`src/rtl/pdw_pkg.sv`:
```
package pdw_pkg;
    typedef enum logic [1:0] {
        ST_RUN       = 2'd0,
        ST_STOP_PEND = 2'd1,
        ST_STOPPED   = 2'd2,
        ST_WAKE_PEND = 2'd3
    } pd_state_t;

    typedef enum logic [1:0] {
        SQ_IDLE  = 2'd0,
        SQ_SET   = 2'd1,
        SQ_ARMED = 2'd2
    } wake_seq_t;
endpackage

```
`src/rtl/pdw_local_wake.sv`:
```
module pdw_local_wake #(
    parameter int          CMD_W    = 4,
    parameter logic [CMD_W-1:0] WAKE_CMD = '0
) (
    input  logic             clk,
    input  logic             rst,
    input  logic             pwr_up_bit,
    input  logic             cmd_wr,
    input  logic [CMD_W-1:0] cmd_code,
    output logic             wake_o
);
    import pdw_pkg::*;

    wake_seq_t sq_q, sq_d;

    always_ff @(posedge clk) begin
        if (rst) sq_q <= SQ_IDLE;
        else     sq_q <= sq_d;
    end

    always_comb begin
        sq_d = sq_q;
        unique case (sq_q)
            SQ_IDLE:  if (pwr_up_bit) sq_d = SQ_SET;
            SQ_SET:   if (!pwr_up_bit) sq_d = SQ_ARMED;
            SQ_ARMED: begin
                if (pwr_up_bit) sq_d = SQ_SET;
                else if (cmd_wr && cmd_code == WAKE_CMD) sq_d = SQ_IDLE;
            end
            default:  sq_d = SQ_IDLE;
        endcase
    end

    always_comb begin
        wake_o = (sq_q == SQ_ARMED) && !pwr_up_bit && cmd_wr && (cmd_code == WAKE_CMD);
    end

    // arming is only reached from the set step
    assert_arm_after_set_R8: assert property (@(posedge clk) disable iff (rst)
        (sq_q == SQ_ARMED && $past(sq_q) != SQ_ARMED) |-> $past(sq_q) == SQ_SET);
endmodule

```
`src/rtl/pdw_ld_status.sv`:
```
module pdw_ld_status (
    input  logic clk,
    input  logic rst,
    input  logic set_i,
    input  logic clear_i,
    input  logic irq_enable,
    output logic status_o,
    output logic irq_o
);
    logic st_q;

    always_ff @(posedge clk) begin
        if (rst)          st_q <= 1'b0;
        else if (set_i)   st_q <= 1'b1;
        else if (clear_i) st_q <= 1'b0;
    end

    always_comb begin
        status_o = st_q;
        irq_o    = st_q & irq_enable;
    end

    // status is sticky until a clear
    assert_status_sticky_R7: assert property (@(posedge clk) disable iff (rst)
        (status_o && !clear_i) |=> status_o);
endmodule

```
`src/rtl/pdw_clk_fsm.sv`:
```
module pdw_clk_fsm (
    input  logic clk,
    input  logic rst,
    input  logic pd_enter,
    input  logic stop_sel,
    input  logic phase_low,
    input  logic line_wake,
    input  logic local_wake,
    output logic clk_en,
    output logic stopped,
    output logic park
);
    import pdw_pkg::*;

    pd_state_t st_q, st_d;
    logic      any_wake;

    always_comb any_wake = line_wake | local_wake | !stop_sel;

    always_ff @(posedge clk) begin
        if (rst) st_q <= ST_RUN;
        else     st_q <= st_d;
    end

    always_comb begin
        st_d = st_q;
        unique case (st_q)
            ST_RUN:       if (pd_enter && stop_sel) st_d = ST_STOP_PEND;
            ST_STOP_PEND: begin
                if (any_wake)       st_d = ST_RUN;
                else if (phase_low) st_d = ST_STOPPED;
            end
            ST_STOPPED:   if (any_wake) st_d = ST_WAKE_PEND;
            ST_WAKE_PEND: if (phase_low) st_d = ST_RUN;
            default:      st_d = ST_RUN;
        endcase
    end

    always_comb begin
        clk_en  = 1'b1;
        stopped = 1'b0;
        park    = 1'b0;
        unique case (st_q)
            ST_RUN, ST_STOP_PEND: clk_en = 1'b1;
            ST_STOPPED: begin
                clk_en  = 1'b0;
                stopped = 1'b1;
                park    = 1'b1;
            end
            ST_WAKE_PEND: begin
                clk_en = 1'b0;
                park   = 1'b1;
            end
            default: clk_en = 1'b1;
        endcase
    end

    // the enable only moves after a sampled low phase
    assert_en_low_phase_R3: assert property (@(posedge clk) disable iff (rst)
        (clk_en != $past(clk_en)) |-> $past(phase_low));
    // clocks never stop unless stop is selected
    assert_stop_needs_sel_R2: assert property (@(posedge clk) disable iff (rst)
        $fell(clk_en) |-> $past(stop_sel));
endmodule

```
`src/rtl/pd_clock_wake.sv`:
```
module pd_clock_wake #(
    parameter int               CMD_W    = 4,
    parameter logic [CMD_W-1:0] WAKE_CMD = '0
) (
    input  logic             clk,
    input  logic             rst,
    input  logic             cfg_clk_stop_sel,
    input  logic             cfg_ld_irq_mode,
    input  logic             cfg_xcvr_disable,
    input  logic             pd_enter,
    input  logic             clk_phase_low,
    input  logic             ld_pulse,
    input  logic             pwr_up_bit,
    input  logic             cmd_wr,
    input  logic [CMD_W-1:0] cmd_code,
    input  logic             ld_clear,
    input  logic             irq_enable,
    output logic             clk_en,
    output logic             data_hold_high,
    output logic             clk_hold_low,
    output logic             dclk_dir_in,
    output logic             fsync_dir_in,
    output logic             ld_status,
    output logic             irq
);
    logic ld_valid, line_wake, seq_wake, stopped, park, ld_set;

    always_comb begin
        ld_valid  = ld_pulse & !cfg_xcvr_disable;
        line_wake = ld_valid & !cfg_ld_irq_mode;
    end

    pdw_local_wake #(.CMD_W(CMD_W), .WAKE_CMD(WAKE_CMD)) u_seq (
        .clk(clk), .rst(rst), .pwr_up_bit(pwr_up_bit),
        .cmd_wr(cmd_wr), .cmd_code(cmd_code), .wake_o(seq_wake)
    );

    pdw_clk_fsm u_fsm (
        .clk(clk), .rst(rst), .pd_enter(pd_enter), .stop_sel(cfg_clk_stop_sel),
        .phase_low(clk_phase_low), .line_wake(line_wake), .local_wake(seq_wake),
        .clk_en(clk_en), .stopped(stopped), .park(park)
    );

    always_comb ld_set = ld_valid & cfg_ld_irq_mode & stopped;

    pdw_ld_status u_ld (
        .clk(clk), .rst(rst), .set_i(ld_set), .clear_i(ld_clear),
        .irq_enable(irq_enable), .status_o(ld_status), .irq_o(irq)
    );

    always_comb begin
        data_hold_high = park;
        clk_hold_low   = park;
        dclk_dir_in    = cfg_xcvr_disable;
        fsync_dir_in   = cfg_xcvr_disable;
    end

    // status only rises on a valid detect in interrupt mode
    assert_status_source_R6: assert property (@(posedge clk) disable iff (rst)
        $rose(ld_status) |-> ($past(cfg_ld_irq_mode) && !$past(cfg_xcvr_disable)));
    // a disabled transceiver stays stopped without a local wake
    assert_disabled_stays_R10: assert property (@(posedge clk) disable iff (rst)
        (stopped && cfg_xcvr_disable && cfg_clk_stop_sel && !seq_wake) |=> stopped);
    // parking is released only as the clocks return
    assert_park_release_R4: assert property (@(posedge clk) disable iff (rst)
        $fell(data_hold_high) |-> $rose(clk_en));
endmodule

```
`config.mk`:
```
export PLATFORM = sky130hd
export DESIGN_NAME = pd_clock_wake
export DESIGN_NICKNAME = d
export VERILOG_FILES = /design/src/rtl/pdw_pkg.sv /design/src/rtl/pdw_local_wake.sv /design/src/rtl/pdw_ld_status.sv /design/src/rtl/pdw_clk_fsm.sv /design/src/rtl/pd_clock_wake.sv
export SDC_FILE = /design/constraint.sdc
export NUM_CORES = 1
export LEC_CHECK = 0
export CORE_AREA = 2 2 39 41
export CTS_CLUSTER_SIZE = 20
export DETAILED_ROUTE_END_ITERATION = 7
export DIE_AREA = 0 0 41 43
export HOLD_SLACK_MARGIN = 0.05
export PLACE_DENSITY_LB_ADDON = 0.3
export SYNTH_ARGS = -nofsm -noshare
export SYNTH_HDL_FRONTEND = slang
export SYNTH_SLANG_ARGS = --single-unit
```
`constraint.sdc`:
```
create_clock -name clk -period 3.4 [get_ports clk]
set_input_delay 0.68 -clock clk [delete_from_list [all_inputs] [get_ports clk]]
set_output_delay 0.68 -clock clk [all_outputs]
set_load 0.05 [all_outputs]
```
==> impl_metrics.tcl <==
set metrics [dict create \
    outcome "complete, no violations" \
    cpMaxStageDelayCell "clkdlybuf4s50_1" \
    startpoint_type "primary input" \
    cts-root-buf "clkbuf_4" \
    syn_nets 51 \
    wirelength_um 704 \
    tightest_slew_ps 490.1 \
    worst_path_largest_cell_delay_ps 790 \
    wl_per_cell_um 9.644 \
    grt_pass1_wl_mm 1.083 \
    setup_viol 0 \
    dieHeight_um 43 \
    cts-hold-fix-buffers 0 \
    holdWs_ps 478.4 \
    track_usage_pct 9.548 \
    leakagePower_uw 0.0001994 \
    cts_setup_buffers 0 \
    synth_area_sq_um 300.3 \
    drive_gt1_share_pct 14.04 \
    final_common_cell "clkdlybuf4s50_1" \
    worstPathMaxFanout 1 \
    crit_top_cell "clkdlybuf4s50_1" \
    setup_tns_ps 0 \
    ios 23 \
    grt.overflow.total 0 \
    drv_slew 0 \
    nets 74 \
    slew_headroom_pct 67.22 \
    rows 14 \
    critPathCaptureType "output pin" \
    crit_type "in2out" \
    dr_total_vias 320 \
    p_clk_share_pct 40.0 \
    cts.sinks 5 \
    multi_input_area_sq_um 162.7 \
    cts_made_buffers 3 \
    synth_top_area_share_pct 33.33 \
    ys_types 22 \
    min_path_type "reg2reg" \
    portBuffers 22 \
    fmax_ghz 0.3694 \
    drtIter0Drc 5 \
    area_growth_pct 80.42 \
    p_switching_uw 46.62 \
    n_antenna_cell 0 \
    grt_max_degree 6 \
    synth_area_leaders "dfxtp_1 33%, buf_4 7.5%, nor2_1 6.3%" \
    p_int_uw 127.8 \
    cts_resized 0 \
    path_cells "clkdlybuf4s50_1 > and2_1 > clkdlybuf4s50_1" \
    final.fill_count 162 \
    p_comb_share_pct 23.8 \
    grt_pass1_vias 288 \
    htreeDepth 1 \
    ant_nets 0 \
    skew_ps 6.323 \
    clock_latency_ps 250 \
    die_x_um 41 \
    cp.arrival_ps 2030 \
    required_ps 2720 \
    firstDrtPassIters 4 \
    start_util_pct 21.70 \
    die_area_sq_um 1763 \
    swShare_pct 26.73 \
    p_seq_share_pct 36.2 \
    synth.avg_cell_area_sq_um 8.580 \
    drc 0 \
    fin_crit_sh_pct 79.63 \
    rsz0062_at_grt "no" \
    core_sq_um 1384 \
    cts_tree "built" \
    seqCellArea_sq_um 100.1 \
    synthCells 35 \
    place_hpwl_um 561.8 \
    synth_seq_cells 5 \
    powerDensity_nw_per_um2 321.9 \
    antenna_found_initial 0 \
    routabilityCongestion 0.7142 \
    path_clk_slew_ps 50 \
    final_cell_mix "22 x clkdlybuf4s50_1, 5 x nor2_1, 5 x dfxtp_1" \
    clock_path_buffers 2 \
    crit_family "buffers and inverters" \
    finalHoldViolations 0 \
    synth_seq_area_share_pct 33.33 \
    cp.buffers_inverters 2 \
    vdd_ir_drop_max_v 0.0001084 \
    synth_warnings 0 \
    period_minus_slack_ps 2707 \
    drv_cap 0 \
    synth_top_cell_by_area "dfxtp_1" \
    routed_via_density 4.384 \
]
## final cells by class
| cell class | count | area share (%) |
|---|---|---|
| multi-input combinational | 23 | 30.02 |
| timing repair buffer | 22 | 40.65 |
| inverter | 3 | 2.079 |
| clock buffer | 3 | 4.157 |
| sequential | 5 | 18.48 |
| tap | 16 | 3.695 |
| clock inverter | 1 | 0.9238 |
## cell usage after synthesis
cell and instances:
and2_1 1, mux2i_1 1, a31oi_1 1, a21oi_1 1, a211oi_1 1, a2111oi_2 1, a32oi_1 1, a41oi_1 1
nor3b_2 1, nand2_1 2, nand4_1 1, dfxtp_1 5, nand2b_1 1, nor3_1 1, inv_1 3, buf_4 3
nor3b_1 1, and4_4 1, or3b_4 1, clkbuf_1 1, nor2_1 5, nand4b_1 1
## logic make-up after synthesis
family          after synthesis  synth area share (%)
mux                           1                 3.333
buf+inv                       7                 12.50
flops                         5                 33.33
simple gates                 16                 33.75
compound gates                6                 17.08
## stage by stage
stage          worst slack [ps]  cell area, sq um  cells  util (%)  power (uW)
6_report                  692.6             541.8     73     39.15       174.4
4_1_cts                   686.3             541.8     73     39.15       179.3
5_1_grt                   633.2             541.8     73     39.15       186.2
3_3_place_gp              692.1             514.2     69     37.16       105.9
2_1_floorplan              1591             300.3     35         -       83.39
3_5_place_dp              690.5             514.2     69     37.16       106.0
## power groups by stage
| stage | Sequential, uW | Combinational, uW | Clock (uW) |
|---|---|---|---|
| 2_1_floorplan | 64.0 | 19.4 | 0 |
| 3_3_place_gp | 64.4 | 41.6 | 0 |
| 3_5_place_dp | 64.4 | 41.5 | 0 |
| 4_1_cts | 63.2 | 41.7 | 74.4 |
| 5_1_grt | 63.4 | 44.5 | 78.3 |
| 6_report | 63.2 | 41.5 | 69.7 |
## final timing paths
kind | startpoint | endpoint | slack, ps | cells past startpoint
setup / recovery | irq_enable | irq | 690 | 3
hold / removal | u_seq.sq_q[1] | u_seq.sq_q[0] | 480 | 1
setup reg to reg | u_seq.sq_q[1] | u_fsm.st_q[0] | 2060 | 4
hold reg to reg | u_seq.sq_q[1] | u_seq.sq_q[0] | 480 | 1
## metal layers
metal | global-route usage, % | wire length [um]
met2 | 12.19 | 298
met3 | 3.665 | 85
met4 | 10.00 | 0
met1 | 10.97 | 320
met5 | 0 | 0
Power figures use the tool's default switching activity.
